--- src/rtl/bfu_pkg.sv ---
package bfu_pkg;
  typedef enum logic [1:0] {
    SEL_RF    = 2'b00,
    SEL_EXMEM = 2'b01,
    SEL_MEMWB = 2'b10
  } fwd_sel_e;

  localparam int unsigned NUM_SRC = 2;
endpackage

--- src/rtl/bfu_src_sel.sv ---
module bfu_src_sel
  import bfu_pkg::*;
#(
  parameter int unsigned REG_W = 5
) (
  input  logic             branch_i,
  input  logic [REG_W-1:0] src_i,
  input  logic [REG_W-1:0] idex_rd_i,
  input  logic             idex_reg_write_i,
  input  logic [REG_W-1:0] exmem_rd_i,
  input  logic             exmem_reg_write_i,
  input  logic             exmem_mem_read_i,
  input  logic [REG_W-1:0] memwb_rd_i,
  input  logic             memwb_reg_write_i,
  output fwd_sel_e         sel_o,
  output logic             wait_o
);
  localparam logic [REG_W-1:0] ZERO_REG = '0;

  logic src_live;
  logic hit_idex, hit_exmem, hit_memwb;

  assign src_live  = branch_i && (src_i != ZERO_REG);
  assign hit_idex  = src_live && idex_reg_write_i  && (idex_rd_i  == src_i);
  assign hit_exmem = src_live && exmem_reg_write_i && (exmem_rd_i == src_i);
  assign hit_memwb = src_live && memwb_reg_write_i && (memwb_rd_i == src_i);

  // youngest writer wins; a load in EX/MEM has no data yet
  always_comb begin
    sel_o = SEL_RF;
    if (hit_exmem) begin
      if (!exmem_mem_read_i) sel_o = SEL_EXMEM;
    end else if (hit_memwb) begin
      sel_o = SEL_MEMWB;
    end
  end

  assign wait_o = hit_idex || (hit_exmem && exmem_mem_read_i);
endmodule

--- src/rtl/bfu_stall_ctl.sv ---
module bfu_stall_ctl
  import bfu_pkg::*;
(
  input  logic [NUM_SRC-1:0] wait_i,
  output logic               stall_o,
  output logic               bubble_o
);
  assign stall_o  = |wait_i;
  assign bubble_o = |wait_i;
endmodule

--- src/rtl/branch_fwd_unit.sv ---
module branch_fwd_unit
  import bfu_pkg::*;
#(
  parameter int unsigned REG_W = 5
) (
  input  logic             branch_i,
  input  logic [REG_W-1:0] rs_i,
  input  logic [REG_W-1:0] rt_i,
  input  logic [REG_W-1:0] idex_rd_i,
  input  logic             idex_reg_write_i,
  input  logic [REG_W-1:0] exmem_rd_i,
  input  logic             exmem_reg_write_i,
  input  logic             exmem_mem_read_i,
  input  logic [REG_W-1:0] memwb_rd_i,
  input  logic             memwb_reg_write_i,
  output logic [1:0]       fwd_a_o,
  output logic [1:0]       fwd_b_o,
  output logic             stall_o,
  output logic             bubble_o
);
  logic [NUM_SRC-1:0][REG_W-1:0] src_w;
  fwd_sel_e                      sel_w [NUM_SRC];
  logic [NUM_SRC-1:0]            wait_w;

  assign src_w = {rt_i, rs_i};

  for (genvar g = 0; g < NUM_SRC; g++) begin : g_src
    bfu_src_sel #(.REG_W(REG_W)) u_sel (
      .branch_i          (branch_i),
      .src_i             (src_w[g]),
      .idex_rd_i         (idex_rd_i),
      .idex_reg_write_i  (idex_reg_write_i),
      .exmem_rd_i        (exmem_rd_i),
      .exmem_reg_write_i (exmem_reg_write_i),
      .exmem_mem_read_i  (exmem_mem_read_i),
      .memwb_rd_i        (memwb_rd_i),
      .memwb_reg_write_i (memwb_reg_write_i),
      .sel_o             (sel_w[g]),
      .wait_o            (wait_w[g])
    );
  end

  assign fwd_a_o = sel_w[0];
  assign fwd_b_o = sel_w[1];

  bfu_stall_ctl u_stall (
    .wait_i   (wait_w),
    .stall_o  (stall_o),
    .bubble_o (bubble_o)
  );
endmodule

--- config.mk ---
export PLATFORM = sky130hd
export DESIGN_NAME = branch_fwd_unit
export DESIGN_NICKNAME = d
export VERILOG_FILES = /design/src/rtl/bfu_pkg.sv /design/src/rtl/bfu_src_sel.sv /design/src/rtl/bfu_stall_ctl.sv /design/src/rtl/branch_fwd_unit.sv
export SDC_FILE = /design/constraint.sdc
export NUM_CORES = 1
export LEC_CHECK = 0
export BUFFER_PORTS_ARGS = -buffer_cell sky130_fd_sc_hd__buf_2
export CORE_MARGIN = 2
export CORE_UTILIZATION = 28
export DETAILED_ROUTE_END_ITERATION = 6
export GPL_ROUTABILITY_DRIVEN = 0
export GPL_TIMING_DRIVEN = 1
export MAX_ROUTING_LAYER = met4
export SLEW_MARGIN = 20
export SYNTH_ARGS = -nofsm -noshare
export SYNTH_HDL_FRONTEND = slang
export SYNTH_SLANG_ARGS = --single-unit
--- constraint.sdc ---
create_clock -name vclk -period 2.56
set_clock_uncertainty 0.15 [all_clocks]
set_input_delay 0 -clock vclk [all_inputs]
set_output_delay 0 -clock vclk [all_outputs]
set_load 0.005 [all_outputs]
==> results of run 1 <==
## final cells by class
type,instances,area (um^2)
well taps,16,20.0
fillers,169,860
multi-input cells,55,447
repair buffers,36,180
## synthesized netlist by cell type
master | number | area [um^2]
sky130_fd_sc_hd__nor4_2 | 2 | 25.0
sky130_fd_sc_hd__nand3_1 | 5 | 25.0
sky130_fd_sc_hd__nor3_1 | 1 | 5.00
sky130_fd_sc_hd__nor2_4 | 2 | 22.5
sky130_fd_sc_hd__nor4_1 | 2 | 12.5
sky130_fd_sc_hd__o311ai_1 | 1 | 8.76
sky130_fd_sc_hd__nand4_1 | 7 | 43.8
sky130_fd_sc_hd__xnor2_1 | 30 | 263
sky130_fd_sc_hd__o21ai_1 | 1 | 5.00
sky130_fd_sc_hd__nor2_1 | 1 | 3.75
sky130_fd_sc_hd__buf_4 | 1 | 7.51
sky130_fd_sc_hd__nor3_2 | 1 | 10.0
sky130_fd_sc_hd__or4_4 | 2 | 22.5
## path summary, 6_finish.rpt
| path | endpoint | depth (start not counted) |
|---|---|---|
| max | bubble_o | 7 |
| min | fwd_b_o[0] | 3 |
## placed cells by master (no fill, tap or decap)
cell,instances
sky130_fd_sc_hd__nor4_2,2
sky130_fd_sc_hd__buf_2,36
sky130_fd_sc_hd__nor4_1,2
sky130_fd_sc_hd__xnor2_1,30
sky130_fd_sc_hd__nor2_1,1
sky130_fd_sc_hd__nor2_4,2
sky130_fd_sc_hd__or4_4,2
sky130_fd_sc_hd__nand3_1,5
sky130_fd_sc_hd__o311ai_1,1
sky130_fd_sc_hd__nor3_1,1
sky130_fd_sc_hd__nor3_2,1
sky130_fd_sc_hd__o21ai_1,1
sky130_fd_sc_hd__nand4_1,7
## per-layer routing
layer	part of all wire	GRT usage	up-vias
met5	0	-	-
met4	0	0	0
met3	0.076	0.00408	0
met2	0.51	0.288	19
met1	0.42	0.202	228
li1	-	-	277
## report_power, final
group	internal (mW)	switching, mW	leakage (nW)
Sequential	0	0	0
Combinational	0.0534	0.0479	0.242
Clock	0	0	0
## cells by family (layout without fill, tap and decap cells)
family,count (synthesis),in the layout
compound gates,2,2
xor+xnor,30,30
simple gates,23,23
buf+inv,1,36
## through the flow
stage                     area (um^2)  utilization
after floorplan                   454            -
after global placement            647        0.429
after detailed placement          647        0.429
after CTS                         647        0.429
after global routing              647        0.429
final                             647        0.429
==> impl_results.md, run 1 <==
* Worst IR Drop VDD at 63.6 uV
* Status: complete, no violations
* Critical Path Max Stage Delay at 0.55 ns
* Register area at 0 um^2
* Chain of cells forming the critical path: buf_2 > or4_4 > nor2_4 > nor3_2 > o21ai_1 > o311ai_1 > buf_2
* Area fraction in compound gates after synthesis at 0.0303
* Layout cell share with drive strength beyond 1 at 0.473
* Transition time of the tightest slew-check pin at 0.301 ns
* Unique masters post-synth at 13
* Gate family responsible for the most delay along the worst path: simple AND/OR/NAND/NOR gates
* Port Buf Inserts at 36
* Synth-to-Final Area Change at 42.4%
* Highest Clock Rate at 679 MHz
* Critical path type: in -> out
* Critical Path Most Common Cell: sky130_fd_sc_hd__buf_2
* WL final at 1.29 mm
* Syn_area_per_cell at 8.11 um^2
* Maximum fanout along the worst path at 4
* Power Dens Cells at 157 nW/um^2
* Die area at 1960 um^2
* Min-Delay Startpoint: exmem_mem_read_i
* Average routed wire per standard cell at 12.1 um
* RSZ-0062 raised after global routing: false
* Path class of the lowest-slack min-delay path: in -> out
* Total number of nets in the final design at 123
* Number of max-slew violations in the final report at 0
* Post-Place Worst Slack at 1.07 ns
* Resized Gates After CTS at 0
* Number of setup violations in the final report at 0
* Post-Syn Instances at 56
* Worst setup path startpoint: rt_i[2]
* Chip Width at 44.3 um
* Drt first-iter violations at 4
* Syn nets at 86
* CP Data Arrival Time at 1.32 ns
* Highest-delay cell along the critical path: sky130_fd_sc_hd__or4_4
* Antenna-violating nets left at 0
* Fin Setup TNS at 0 ns
* Area share of and/or/nand/nor cells after synthesis at 0.375
* DR vias at 524
* Diode count at 0
* Initial antenna violation count at 0
* Number of global-route vias before repair at 533
* Setup crit end kind: primary output
* Relative slew slack at 0.798
* Area of the mapped netlist at 454 um^2
* Least setup slack across all paths after layout at 1.09 ns
* Maximum number of pins on one net before global-route repair at 7
* Clock buffer instance count of the final layout at 0
* Seq Cell Count at 0
* DRT Pass-1 Iters at 2
* Post-synthesis adder-cell area fraction at 0
* Max-capacitance violation count at 0
* Core Region at 1510 um^2
* Height of the chip at 44.3 um
* Number of instances in the placed design at 107
* Number of buffer and inverter stages on the critical path at 2
* Final Critical Period at 1.47 ns
* DRC violations left at 0
* Required time reported for the critical path endpoint at 2.41 ns
* Warning count from the yosys run at 0
* Top-Level Pins at 36
* Dominant combinational cell family by area after synthesis: XOR/XNOR gates
* Xor/xnor cell area share of the yosys netlist at 0.579
* Average via count per standard cell at 4.90
* Tcrit/Tclk final at 0.575
* Starting utilization of the core area at 0.301
* Post-Route Hold Slack at 0.117 ns
* Multiplexer fraction of the synthesized cell area at 0
* Wire length of the first global-routing pass at 2.33 mm
* Hold buffer count at CTS at 0
* Nature of the critical path startpoint: primary input
* Share of synthesized area occupied by flip-flops and latches at 0
* Row count at 14
* Non-filler cells, final at 107
* Total chip power at 101 uW
* Count of final hold-check violations at 0
* Overall Global Routing Usage at 0.157
* Setup fix buffers added after clock tree synthesis at 0
* P_leak at 0.242 nW
* Overflow left after global routing at 0
(Power assumes the default switching activity.)
==> run 2, diff against run 1 <==
clock period = 1.4 ns   (was 2.56 ns; I/O delays follow)
==> impl_results.md, run 2 (same netlist as run 1, synthesis figures left out) <==
* Required time reported for the critical path endpoint at 1.25 ns (-1.16 ns)
* DRC violations left at 0 (unchanged)
* Register area at 0 um^2 (unchanged)
* Number of setup violations in the final report at 0 (unchanged)
* Maximum fanout along the worst path at 3 (-1)
* Path class of the lowest-slack min-delay path: in -> out
* Worst setup path startpoint: rs_i[2]
* Setup crit end kind: primary output
* Core Region at 1510 um^2 (unchanged)
* Diode count at 0 (unchanged)
* Power Dens Cells at 291 nW/um^2 (+85%)
* Area of the multi-input gates at 480 um^2 (+7.6%)
* Post-Place Worst Slack at -0.00822 ns (-1.08 ns)
* Average routed wire per standard cell at 13.9 um (+15%)
* Height of the chip at 44.3 um (unchanged)
* Average via count per standard cell at 5.03 (+2.8%)
* End of the critical path: bubble_o
* Cell count of the worst hold path at 3 (unchanged)
* Most frequent cells in the layout: 34 x sky130_fd_sc_hd__buf_2, 27 x sky130_fd_sc_hd__xnor2_1, 8 x sky130_fd_sc_hd__buf_4
* Overflow left after global routing at 0 (unchanged)
* Total number of nets in the final design at 131 (+6.5%)
* Top-Level Pins at 36 (unchanged)
* Critical path type: in -> out
* CP Data Arrival Time at 1.22 ns (-0.10 ns)
* Seq Cell Count at 0 (unchanged)
* Wire length of the first global-routing pass at 2.65 mm (+14%)
* Layout cell share with drive strength beyond 1 at 0.556 (+0.0830)
* Number of global-route vias before repair at 625 (+17%)
* Chip Width at 44.3 um (unchanged)
* Count of final hold-check violations at 0 (unchanged)
* Row count at 14 (unchanged)
* Overall Global Routing Usage at 0.178 (+0.0207)
* Final cell area excluding filler cells at 753 um^2 (+16%)
* RSZ-0062 raised after global routing: true
* Fin Setup TNS at 0 ns (unchanged)
* Tcrit/Tclk final at 0.980
* Highest Clock Rate at 729 MHz
* Maximum number of pins on one net before global-route repair at 7 (unchanged)
* Nature of the critical path startpoint: primary input
* Die area at 1960 um^2 (unchanged)
* Port Buf Inserts at 36 (unchanged)
* Drt first-iter violations at 9 (+5)
* Final HPWL from detailed placement at 1.40 mm
* Least setup slack across all paths after layout at 0.0276 ns (-1.06 ns)
* WL final at 1.60 mm (+23%)
* Clock buffer instance count of the final layout at 0 (unchanged)
* Max-capacitance violation count at 0 (unchanged)
* Relative slew slack at 0.818 (+0.0198)
* Worst IR Drop VDD at 144 uV (+130%)
* Number of max-slew violations in the final report at 0 (unchanged)
* Status: complete, no violations
* Synth-to-Final Area Change at 65.8%
* DR vias at 579 (+10%)
* Starting utilization of the core area at 0.301 (unchanged)
* Transition time of the tightest slew-check pin at 0.269 ns (-0.0317 ns)
* Most common library cell in the layout ignoring fill and taps: sky130_fd_sc_hd__buf_2
* Antenna-violating nets left at 0 (unchanged)
* P_leak at 0.306 nW (+26%)
* Final Critical Period at 1.37 ns
* Initial antenna violation count at 0 (unchanged)
* DRT Pass-1 Iters at 4 (+2)
* Standard cell area after detailed placement at 699 um^2 (+8.1%)
* Count of fill cells added during filler insertion at 157 (-7.1%)
-- run 2: cell count changes in the layout (fill, tap and decap cells not counted) --
cell,before,now
sky130_fd_sc_hd__buf_2,36,34
sky130_fd_sc_hd__buf_4,0,8
sky130_fd_sc_hd__buf_6,0,2
sky130_fd_sc_hd__nor3_1,1,0
sky130_fd_sc_hd__nor3_4,0,1
sky130_fd_sc_hd__xnor2_1,30,27
sky130_fd_sc_hd__xnor2_2,0,3
-- run 2: metal layers --
layer / vias to the layer above / global-route usage / wire, um
met1: 266 / 0.220 / 700
met2: 21 / 0.318 / 778
met5: - / - / 0
li1: 290 / - / -
met3: 2 / 0.0122 / 104
met4: 0 / 0.0303 / 14
-- run 2: worst min-delay path by stage --
stage,from,slack [ns],endpoint
finish,exmem_mem_read_i,0.12,fwd_a_o[0]
detailed placement,exmem_mem_read_i,0.12,fwd_b_o[0]
floorplan,exmem_mem_read_i,-0.11,fwd_a_o[0]
global placement,exmem_mem_read_i,0.12,fwd_b_o[0]
CTS,exmem_mem_read_i,0.12,fwd_a_o[0]
global route,exmem_mem_read_i,0.13,fwd_a_o[0]
-- run 2: per-stage QoR --
step	util	hold WS, ns	power, mW	cells
2_1_floorplan	-	-0.115	0.0971	56
3_3_place_gp	0.464	0.115	0.202	114
3_5_place_dp	0.464	0.118	0.204	114
4_1_cts	0.469	0.117	0.205	115
5_1_grt	0.500	0.134	0.238	115
6_report	0.500	0.119	0.219	115
-- run 2: where the power goes --
group / internal, mW / switching (mW) / leakage (nW)
Sequential: 0 / 0 / 0
Combinational: 0.119 / 0.100 / 0.306
Clock: 0 / 0 / 0
-- run 2: timing repair --
item                                    in CTS  in global routing
gates resized for setup                      0                  7
endpoints found under the setup margin       3                  4
pin swaps                                    1                  8
hold buffers                                 0                  0
setup buffers                                1                  0
gates cloned                                 0                  0
-- run 2: area by class of cell --
| class | count | share of cell area |
|---|---|---|
| Multi-Input combinational cell | 55 | 0.638 |
| Tap cell | 16 | 0.0266 |
| Timing Repair Buffer | 44 | 0.336 |
-- run 2: worst max-delay path: stages --
cell and delay [ns]:
sky130_fd_sc_hd__buf_6 0.09, sky130_fd_sc_hd__or4_4 0.54, sky130_fd_sc_hd__nor2_4 0.15, sky130_fd_sc_hd__nor3_4 0.05, sky130_fd_sc_hd__o21ai_1 0.14, sky130_fd_sc_hd__o311ai_1 0.11, sky130_fd_sc_hd__buf_2 0.14
